<file path="src/rtl/rowfill_pkg.sv">
package rowfill_pkg;
  typedef enum logic [2:0] {
    ST_IDLE = 3'd0,
    ST_UNPROT = 3'd1,
    ST_WRITE = 3'd2,
    ST_REPROT = 3'd3,
    ST_FINISH = 3'd4
  } rowfill_state_e;

  typedef enum logic [1:0] {
    RG_NONE = 2'd0,
    RG_RIGHT_WIDE = 2'd1,
    RG_SPLIT = 2'd2,
    RG_RIGHT_NARROW = 2'd3
  } rowfill_region_e;
endpackage

</file>
<file path="src/rtl/rowfill_rst_sync.sv">
module rowfill_rst_sync #(
  parameter int STAGES = 2
) (
  input  logic clk,
  input  logic rst_n,
  output logic rst_sync_n
);
  logic [STAGES-1:0] chain_q;

  generate
    if (STAGES == 1) begin : g_single
      always_ff @(posedge clk or negedge rst_n) begin
        if (!rst_n) chain_q <= '0;
        else        chain_q <= 1'b1;
      end
    end else begin : g_multi
      always_ff @(posedge clk or negedge rst_n) begin
        if (!rst_n) chain_q <= '0;
        else        chain_q <= {chain_q[STAGES-2:0], 1'b1};
      end
    end
  endgenerate

  assign rst_sync_n = chain_q[STAGES-1];
endmodule

</file>
<file path="src/rtl/rowfill_area.sv">
module rowfill_area
  import rowfill_pkg::*;
#(
  parameter int NCOLS = 165,
  parameter int WIDE_LO = 100,
  parameter int NARROW_LO = 132,
  parameter int LEFT_HI = 31,
  localparam int CW = $clog2(NCOLS)
) (
  input  rowfill_region_e region,
  input  logic [CW-1:0]   col,
  output logic [CW-1:0]   first_col,
  output logic [CW-1:0]   next_col,
  output logic            line_end,
  output logic            in_area
);
  localparam logic [CW-1:0] COL_LAST = CW'(NCOLS - 1);
  localparam logic [CW-1:0] WIDE_FIRST = CW'(WIDE_LO);
  localparam logic [CW-1:0] NARROW_FIRST = CW'(NARROW_LO);
  localparam logic [CW-1:0] LEFT_LAST = CW'(LEFT_HI);

  always_comb begin
    unique case (region)
      RG_RIGHT_WIDE:   first_col = WIDE_FIRST;
      RG_RIGHT_NARROW: first_col = NARROW_FIRST;
      default:         first_col = '0;
    endcase
  end

  always_comb begin
    if (region == RG_SPLIT && col == LEFT_LAST) next_col = NARROW_FIRST;
    else                                        next_col = col + 1'b1;
  end

  assign line_end = (col == COL_LAST);

  always_comb begin
    unique case (region)
      RG_RIGHT_WIDE:   in_area = (col >= WIDE_FIRST) && (col <= COL_LAST);
      RG_SPLIT:        in_area = (col <= LEFT_LAST) ||
                                 ((col >= NARROW_FIRST) && (col <= COL_LAST));
      RG_RIGHT_NARROW: in_area = (col >= NARROW_FIRST) && (col <= COL_LAST);
      default:         in_area = 1'b0;
    endcase
  end
endmodule

</file>
<file path="src/rtl/rowfill_map.sv">
module rowfill_map #(
  parameter int NCOLS = 165,
  parameter int NLINES = 65,
  localparam int CW = $clog2(NCOLS),
  localparam int RW = $clog2(NLINES),
  localparam int TW = CW + 2
) (
  input  logic [CW-1:0] col0,
  input  logic          dir_up,
  input  logic [RW-1:0] line,
  input  logic [CW-1:0] col,
  output logic          hit
);
  logic [TW-1:0] base_w, step_w, target_w, col_w;

  assign base_w = {{(TW-CW){1'b0}}, col0};
  assign step_w = {{(TW-RW){1'b0}}, line};
  assign col_w  = {{(TW-CW){1'b0}}, col};

  // A falling diagonal that runs below column 0 wraps into the top half of
  // the widened value and so never matches a real column.
  assign target_w = dir_up ? (base_w + step_w) : (base_w - step_w);
  assign hit      = (target_w == col_w);
endmodule

</file>
<file path="src/rtl/rowfill_init.sv">
module rowfill_init
  import rowfill_pkg::*;
#(
  parameter int NCOLS = 165,
  parameter int NLINES = 65,
  parameter int WIDE_LO = 100,
  parameter int NARROW_LO = 132,
  parameter int LEFT_HI = 31,
  parameter int SYNC_STAGES = 2,
  localparam int CW = $clog2(NCOLS),
  localparam int RW = $clog2(NLINES),
  localparam int LW = $clog2(NLINES + 1)
) (
  input  logic          clk,
  input  logic          rst_n,
  input  logic          start_i,
  input  logic [1:0]    mode_i,
  input  logic          dir_i,
  input  logic [CW-1:0] col0_i,
  input  logic [LW-1:0] nlines_i,
  output logic          busy_o,
  output logic          done_o,
  output logic          prot_o,
  output logic          wr_en_o,
  output logic [CW-1:0] wr_col_o,
  output logic [RW-1:0] wr_row_o,
  output logic          wr_bit_o
);
  logic rst_s_n;

  rowfill_rst_sync #(.STAGES(SYNC_STAGES)) u_rst (
    .clk(clk), .rst_n(rst_n), .rst_sync_n(rst_s_n)
  );

  rowfill_state_e  st_q, st_d;
  rowfill_region_e region_q;
  logic            dir_q;
  logic [CW-1:0]   col0_q;
  logic [LW-1:0]   nl_q;
  logic [RW-1:0]   line_q, line_d;
  logic [CW-1:0]   col_q, col_d;
  logic            prot_q, prot_d;
  logic            cfg_en, walk_en, prot_en;

  logic [CW-1:0] first_col, next_col;
  logic          line_end, in_area, hit;

  rowfill_area #(
    .NCOLS(NCOLS), .WIDE_LO(WIDE_LO), .NARROW_LO(NARROW_LO), .LEFT_HI(LEFT_HI)
  ) u_area (
    .region(region_q), .col(col_q), .first_col(first_col),
    .next_col(next_col), .line_end(line_end), .in_area(in_area)
  );

  rowfill_map #(.NCOLS(NCOLS), .NLINES(NLINES)) u_map (
    .col0(col0_q), .dir_up(dir_q), .line(line_q), .col(col_q), .hit(hit)
  );

  logic last_line;
  assign last_line = ({{(LW-RW){1'b0}}, line_q} == (nl_q - 1'b1));
  assign cfg_en    = (st_q == ST_IDLE) && start_i;

  // next-state process
  always_comb begin
    st_d    = st_q;
    line_d  = line_q;
    col_d   = col_q;
    prot_d  = prot_q;
    walk_en = 1'b0;
    prot_en = 1'b0;
    unique case (st_q)
      ST_IDLE: begin
        if (start_i) begin
          if (mode_i == 2'd0 || nlines_i == '0) begin
            st_d = ST_FINISH;
          end else begin
            st_d    = ST_UNPROT;
            prot_d  = 1'b0;
            prot_en = 1'b1;
          end
        end
      end
      ST_UNPROT: begin
        st_d    = ST_WRITE;
        line_d  = '0;
        col_d   = first_col;
        walk_en = 1'b1;
      end
      ST_WRITE: begin
        walk_en = 1'b1;
        if (line_end) begin
          if (last_line) begin
            st_d    = ST_REPROT;
            prot_d  = 1'b1;
            prot_en = 1'b1;
          end else begin
            line_d = line_q + 1'b1;
            col_d  = first_col;
          end
        end else begin
          col_d = next_col;
        end
      end
      ST_REPROT: st_d = ST_FINISH;
      ST_FINISH: st_d = ST_IDLE;
      default:   st_d = ST_IDLE;
    endcase
  end

  // register processes
  always_ff @(posedge clk or negedge rst_s_n) begin
    if (!rst_s_n) st_q <= ST_IDLE;
    else          st_q <= st_d;
  end

  always_ff @(posedge clk or negedge rst_s_n) begin
    if (!rst_s_n)     prot_q <= 1'b1;
    else if (prot_en) prot_q <= prot_d;
  end

  always_ff @(posedge clk or negedge rst_s_n) begin
    if (!rst_s_n) begin
      line_q <= '0;
      col_q  <= '0;
    end else if (walk_en) begin
      line_q <= line_d;
      col_q  <= col_d;
    end
  end

  always_ff @(posedge clk or negedge rst_s_n) begin
    if (!rst_s_n) begin
      region_q <= RG_NONE;
      dir_q    <= 1'b0;
      col0_q   <= '0;
      nl_q     <= '0;
    end else if (cfg_en) begin
      region_q <= rowfill_region_e'(mode_i);
      dir_q    <= dir_i;
      col0_q   <= col0_i;
      nl_q     <= nlines_i;
    end
  end

  assign busy_o   = (st_q != ST_IDLE);
  assign done_o   = (st_q == ST_FINISH);
  assign prot_o   = prot_q;
  assign wr_en_o  = (st_q == ST_WRITE);
  assign wr_col_o = col_q;
  assign wr_row_o = line_q;
  assign wr_bit_o = hit;

  AST_WR_UNPROTECTED: assert property (@(posedge clk) disable iff (!rst_s_n)
    wr_en_o |-> !prot_o);
  AST_UNPROT_AHEAD: assert property (@(posedge clk) disable iff (!rst_s_n)
    $rose(wr_en_o) |-> $past(!prot_o));
  AST_DONE_PROTECTED: assert property (@(posedge clk) disable iff (!rst_s_n)
    done_o |-> prot_o);
  AST_DONE_SINGLE: assert property (@(posedge clk) disable iff (!rst_s_n)
    done_o |=> !done_o);
  AST_COL_IN_AREA: assert property (@(posedge clk) disable iff (!rst_s_n)
    wr_en_o |-> in_area);
  AST_ROW_IN_RANGE: assert property (@(posedge clk) disable iff (!rst_s_n)
    wr_en_o |-> ({{(LW-RW){1'b0}}, wr_row_o} < nl_q));
  AST_CFG_HELD: assert property (@(posedge clk) disable iff (!rst_s_n)
    busy_o |=> ($stable(region_q) && $stable(col0_q) && $stable(dir_q) && $stable(nl_q)));
  AST_IDLE_PROTECTED: assert property (@(posedge clk) disable iff (!rst_s_n)
    !busy_o |-> prot_o);
endmodule

</file>
<file path="config.mk">
export PLATFORM = sky130hd
export DESIGN_NAME = rowfill_init
export DESIGN_NICKNAME = d
export VERILOG_FILES = /design/src/rtl/rowfill_pkg.sv /design/src/rtl/rowfill_rst_sync.sv /design/src/rtl/rowfill_area.sv /design/src/rtl/rowfill_map.sv /design/src/rtl/rowfill_init.sv
export SDC_FILE = /design/constraint.sdc
export NUM_CORES = 1
export LEC_CHECK = 0
export ABC_CLOCK_PERIOD_IN_PS = 3420
export CORE_AREA = 2 2 99 110
export CTS_BUF_LIST = sky130_fd_sc_hd__clkbuf_4
export CTS_CLUSTER_SIZE = 8
export DETAILED_ROUTE_END_ITERATION = 10
export DIE_AREA = 0 0 101 112
export SLEW_MARGIN = 40
export SYNTH_ARGS = -nofsm -noshare
export SYNTH_HDL_FRONTEND = slang
export SYNTH_HIERARCHICAL = 1
export SYNTH_SLANG_ARGS = --single-unit
</file>
<file path="constraint.sdc">
create_clock -name clk -period 3.42 [get_ports clk]
set_clock_uncertainty 0.1 [all_clocks]
set_input_delay 0.513 -clock clk [delete_from_list [all_inputs] [get_ports clk]]
set_output_delay 0.513 -clock clk [all_outputs]
set_load 0.02 [all_outputs]
</file>
* Yosys cells after proc, flatten, opt, wreduce, memory -nomap -nowiden
Cells that the tools add are included. W data, S select, Z words.
Word-level totals: register bits after elaboration 39, input port bits 21, output and inout port bits 20, word-level logic and storage cells 70
Cells by class: $add $sub $neg 5, equality and inequality tests 17, multiplexer cells 25, reduce and logical (&&, ||, !) cells 14
Operators by type and width (count):
- $pmux W8 S2 | 2
- $mux W8 | 3
- $mux W7 | 2
- $pmux W7 S2 | 1
- $mux W3 | 4
- $pmux W3 S4 | 1
- $eq A10 B8 Y1 | 1
- $mux W10 | 1
- $add A8 B7 Y9 | 1
- $mux W1 | 9
- $sub A8 B7 Y9 | 1
- $add A8 B1 Y8 const B | 1
- $eq A8 B5 Y1 const B | 1
- $eq A8 B8 Y1 const B | 1
- $add A7 B1 Y7 const B | 1
- $eq A7 B7 Y1 | 1
- $logic_not A7 Y1 | 1
- $sub A7 B1 Y7 const B | 1
- $eq A3 B2 Y1 const B | 2
- $ne A2 B2 Y1 const B | 3
- $reduce_and A3 Y1 | 2
- $reduce_and A6 Y1 | 1
- $eq A2 B2 Y1 const B | 2
- $ne A2 B1 Y1 const B | 2
- other kinds (13) | 16

* Longest topological paths before layout
Gate-level depths: netlist of run 1.
depth in word-level cells 6, mapped depth 9, mapped depth without buffers 9

* By module
The synthesis of run 1 kept the hierarchy.
Modules (own cells, without submodules):
- rowfill_init | times used 1, cells each 159, area each 1856.8 um^2, seq. area each 927.1 um^2
- rowfill_map | times used 1, cells each 99, area each 759.5 um^2, seq. area each 0.0 um^2
- rowfill_area | times used 1, cells each 47, area each 319.1 um^2, seq. area each 0.0 um^2
- rowfill_rst_sync | times used 1, cells each 3, area each 53.8 um^2, seq. area each 50.0 um^2

* Worst setup path after synthesis of run 1
OpenSTA, ideal clock, no wires.
kind reg-to-output, from register line_q[0], in the netlist wr_row_o[0], to output wr_bit_o, data arrival time 2.554 ns, required time 2.807 ns, slack 0.253 ns, stages on the path, launching flop included 10, buffers on the path 0, cells stage by stage dfrtp_1 > ha_1 > inv_1 > fa_1 > o21bai_1 > nor2b_1 > o311ai_0 > a311oi_1 > o211ai_1 > nor4b_2
On the way: cells in the longest elaborated chain, start to end 3, elaborated cells between the ends (all ways) 4, those cells by class 2 x add/sub; 1 x eq/ne; 1 x mux
RTL lines:
- from (decl) | RTL line rowfill_init.sv:40 | logic [RW-1:0] line_q, line_d;
- from (signal assigned) | RTL line rowfill_init.sv:126 | line_q <= line_d;
- $sub A8 B7 Y9 / $add A8 B7 Y9 (equally long branches) | RTL line rowfill_map.sv:22 | assign target_w = dir_up ? (base_w + step_w) : (base_w - step_w);
- $mux W10 (*) | RTL line rowfill_map.sv:22
- $eq A10 B8 Y1 (*) | RTL line rowfill_map.sv:23 | assign hit = (target_w == col_w);
- to (decl) | RTL line rowfill_init.sv:27 | output logic wr_bit_o
Mark *: on every way between the ends. The rest lies on a longest branch, timed or not.

* Worst setup path in the final report of run 1
from register col0_q[4], to output wr_bit_o
On the way: cells in the longest elaborated chain, start to end 3, elaborated cells between the ends (all ways) 4, those cells by class 2 x add/sub; 1 x eq/ne; 1 x mux
RTL lines:
- from (decl) | RTL line rowfill_init.sv:38 | logic [CW-1:0] col0_q;
- from (signal assigned) | RTL line rowfill_init.sv:140 | col0_q <= col0_i;
- $sub A8 B7 Y9 / $add A8 B7 Y9 (equally long branches) | RTL line rowfill_map.sv:22
- $mux W10 (*) | RTL line rowfill_map.sv:22
- $eq A10 B8 Y1 (*) | RTL line rowfill_map.sv:23
Marks and branches as above.

==> impl_metrics.py, run 1 <==
metrics = {
    "sta": {
        "finalSetupViolCount": 1,
        "tightest_slew_ns": 0.730,
        "final.period_utilization_pct": 101,
        "fin_crit_ns": 3.44,
        "whs_ns": 0.172,
        "setup_slack_ns": -0.0242,
        "fmax_mhz": 290,
        "finalMaxSlewViolations": 0,
        "setup_tns_ns": -0.0242,
        "slew_headroom_pct": 51.2,
        "rsz0062_at_grt": "true",
        "hold_viol_final": 0,
    },
    "status": {
        "outcome": "finished with violations",
        "failed_checks": "negative setup slack",
    },
    "critical_path": {
        "arrival_ns": 2.83,
        "cp_max_fo": 5,
        "cp_slowest_stage_delay_ns": 0.52,
        "startpoint_type": "register",
        "r2r-end": "wr_row_o[5]",
        "r2r-start": "wr_col_o[0]",
        "cp-endpoint": "wr_bit_o",
        "crit_path_end_kind": "output pin",
        "critPathLaunch": "col0_q[4]",
        "cp_cell_sequence": "ha_1, nor2_1, o31ai_1, a2111oi_1, a211oi_1, xnor2_1, nor4b_2, buf_4",
        "cpMaxStageDelayCell": "a2111oi_1",
        "r2r_cells": 10,
        "cp_data_required_time_ns": 2.81,
        "crit_cells": 8,
        "rrSetupSlack_ns": 0.93,
        "crit_family": "compound AO/OA/AOI/OAI gates",
        "path_class": "register to output pin",
        "critPathBufInv": 1,
    },
    "floorplan": {
        "die-area_um2": 11300,
        "start_util_pct": 28.6,
        "die_y_um": 112,
        "num_rows": 39,
        "ioPinCount": 41,
        "core_area_um2": 10200,
        "die_w_um": 101,
    },
    "placed_design": {
        "portBuffers": 40,
        "gp_congestion": 0.877,
        "placedCellCount": 471,
        "dp_slack_ns": -0.0349,
        "hpwl_um": 5240,
    },
    "drt": {
        "wirelength_um": 6800,
        "dr.pass1.iters": 4,
        "viasPerCell": 4.88,
        "drt_drc_violations_left": 0,
        "route.detailed.wl_per_inst_um": 14.2,
        "drt_first_iter_violations": 123,
        "routed-via-count": 2343,
        "ant_nets": 0,
    },
    "final_layout": {
        "nets": 398,
        "multi_input_area_um2": 1850,
        "final_util_pct": 35.8,
        "regArea_um2": 977,
        "antenna_cells": 0,
        "stdcell_count": 480,
        "drive_gt1_share_pct": 21.6,
        "area_growth_pct": 25.2,
        "n_fill_cell": 1068,
    },
    "power_and_ir_drop": {
        "p_leak_nw": 1.51,
        "ir_drop_v": 0.000365,
        "power_density_nw_per_um2": 760,
    },
    "synth": {
        "ys_warn_count": 6,
        "synth_area_um2": 2930,
        "synth_cells": 300,
        "avgSynthCellArea_um2": 9.76,
    },
    "cts": {
        "clk_latency_ns": 0.35,
        "cts_buffer_depth": 2,
        "cts.htree.levels": 2,
        "cts_buffers": 5,
        "cts_root_buffer": "clkbuf_4",
        "clkSlewWorstSetupHoldPaths_ns": 0.12,
        "cts_sinks": 39,
        "cts_tree": "yes",
    },
    "grt": {
        "grt_first_pass_wirelength_um": 11200,
        "antenna_found_initial": 0,
        "grt-ovfl-total": 0,
        "grt_pass1_vias": 2321,
        "track_usage_pct": 12.4,
        "grt_max_degree": 38,
    },
    "min_path": {
        "hold_class": "register to asynchronous set/reset pin",
    },
    "run": {
        "drv_cap": 0,
    },
}
worst register-to-register path: cells and delay by family, from the launching register on:
family	cells	cell delay [ns]
AOI/OAI and AO/OA	2	0.25
DFF	1	0.43
adders and majority gates	1	0.15
and+or+nand+nor	5	1.27
buffers and inverters	2	0.22
worst min-delay path by stage:
| stage | to | start | slack [ns] |
|---|---|---|---|
| after global placement | wr_col_o[0] | u_rst/chain_q[1] | 0.20 |
| final | wr_col_o[3] | u_rst/chain_q[1] | 0.17 |
| after floorplan | u_rst/chain_q[0] | rst_n | 0.12 |
| after global routing | u_rst/chain_q[1] | rst_n | 0.20 |
| after detailed placement | wr_col_o[3] | u_rst/chain_q[1] | 0.20 |
| after CTS | u_rst/chain_q[1] | rst_n | 0.20 |
flip-flops by register name, indices dropped and copies added, names as in the netlist:
signal         flops
dir_q              1
u_rst/chain_q      2
region_q           2
st_q               3
col0_q             8
prot_o             1
wr_row_o           7
wr_col_o           8
nl_q               7
routing by layer:
| layer | routed length (um) | part of all wire [%] | track usage (%) | vias up |
|---|---|---|---|---|
| li1 | - | - | - | 1160 |
| met1 | 2970 | 44 | 15.5 | 1135 |
| met2 | 3500 | 51 | 21.7 | 37 |
| met3 | 176 | 2.6 | 1.57 | 11 |
| met4 | 147 | 2.2 | 4.50 | 0 |
| met5 | 0 | 0 | 0 | - |
placed cells by master, fill, tap and decap left out, types with 5 or more instances in the layout:
cell             count
mux2_1               8
conb_1               5
ha_1                17
nor2_1              15
clkdlybuf4s50_1     39
clkbuf_4             6
xor2_1              11
nand3_1              5
dfrtp_1             38
a21oi_1             13
or3_1                7
nand2b_1             5
buf_4               18
inv_1               19
o21ai_0             11
nor3_1               8
mux2_2              24
nand2_1             17
xnor2_1             17
where the power goes:
group / switching, mW / leakage, nW / internal [mW]
Clock: 0.157 / 0.0317 / 0.0873
Sequential: 0.223 / 0.480 / 0.630
Combinational: 0.834 / 0.994 / 0.854
final cells by class:
cell class	count	share of cell area, %
tap	123	4.20
inverter	20	2.05
clock buffer	6	1.23
sequential	39	26.7
clock inverter	2	0.341
multi-input combinational	231	50.6
timing repair buffer	59	14.9
timing repair:
action,CTS,global route
pin swaps,0,8
setup endpoints to repair,1,1
hold buffers,0,0
setup buffers,0,1
resized for setup,5,16
per-stage QoR:
stage          area, um2  total power [mW]
2_1_floorplan       2940              2.05
3_3_place_gp        3550              2.48
3_5_place_dp        3550              2.53
4_1_cts             3600              2.78
5_1_grt             3670              3.02
6_report            3670              2.79
(Power assumes the default switching activity.)
==> inputs of run 2 (changes only) <==
--- a/config.mk
+++ b/config.mk
@@ -11,7 +11,7 @@
 export CTS_CLUSTER_SIZE = 8
 export DETAILED_ROUTE_END_ITERATION = 10
 export DIE_AREA = 0 0 101 112
-export SLEW_MARGIN = 40
+export SLEW_MARGIN = 25
 export SYNTH_ARGS = -nofsm -noshare
 export SYNTH_HDL_FRONTEND = slang
 export SYNTH_HIERARCHICAL = 1
==> results of run 2 <==
No change in the layout: final DEF, timing and power equal those of run 1.
==> inputs of run 3 (changes only) <==
--- a/config.mk
+++ b/config.mk
@@ -6,6 +6,7 @@
 export NUM_CORES = 1
 export LEC_CHECK = 0
 export ABC_CLOCK_PERIOD_IN_PS = 3420
+export CAP_MARGIN = 0
 export CORE_AREA = 2 2 99 110
 export CTS_BUF_LIST = sky130_fd_sc_hd__clkbuf_4
 export CTS_CLUSTER_SIZE = 8
==> results of run 3 <==
No change in the layout: final DEF, timing and power equal those of run 1.
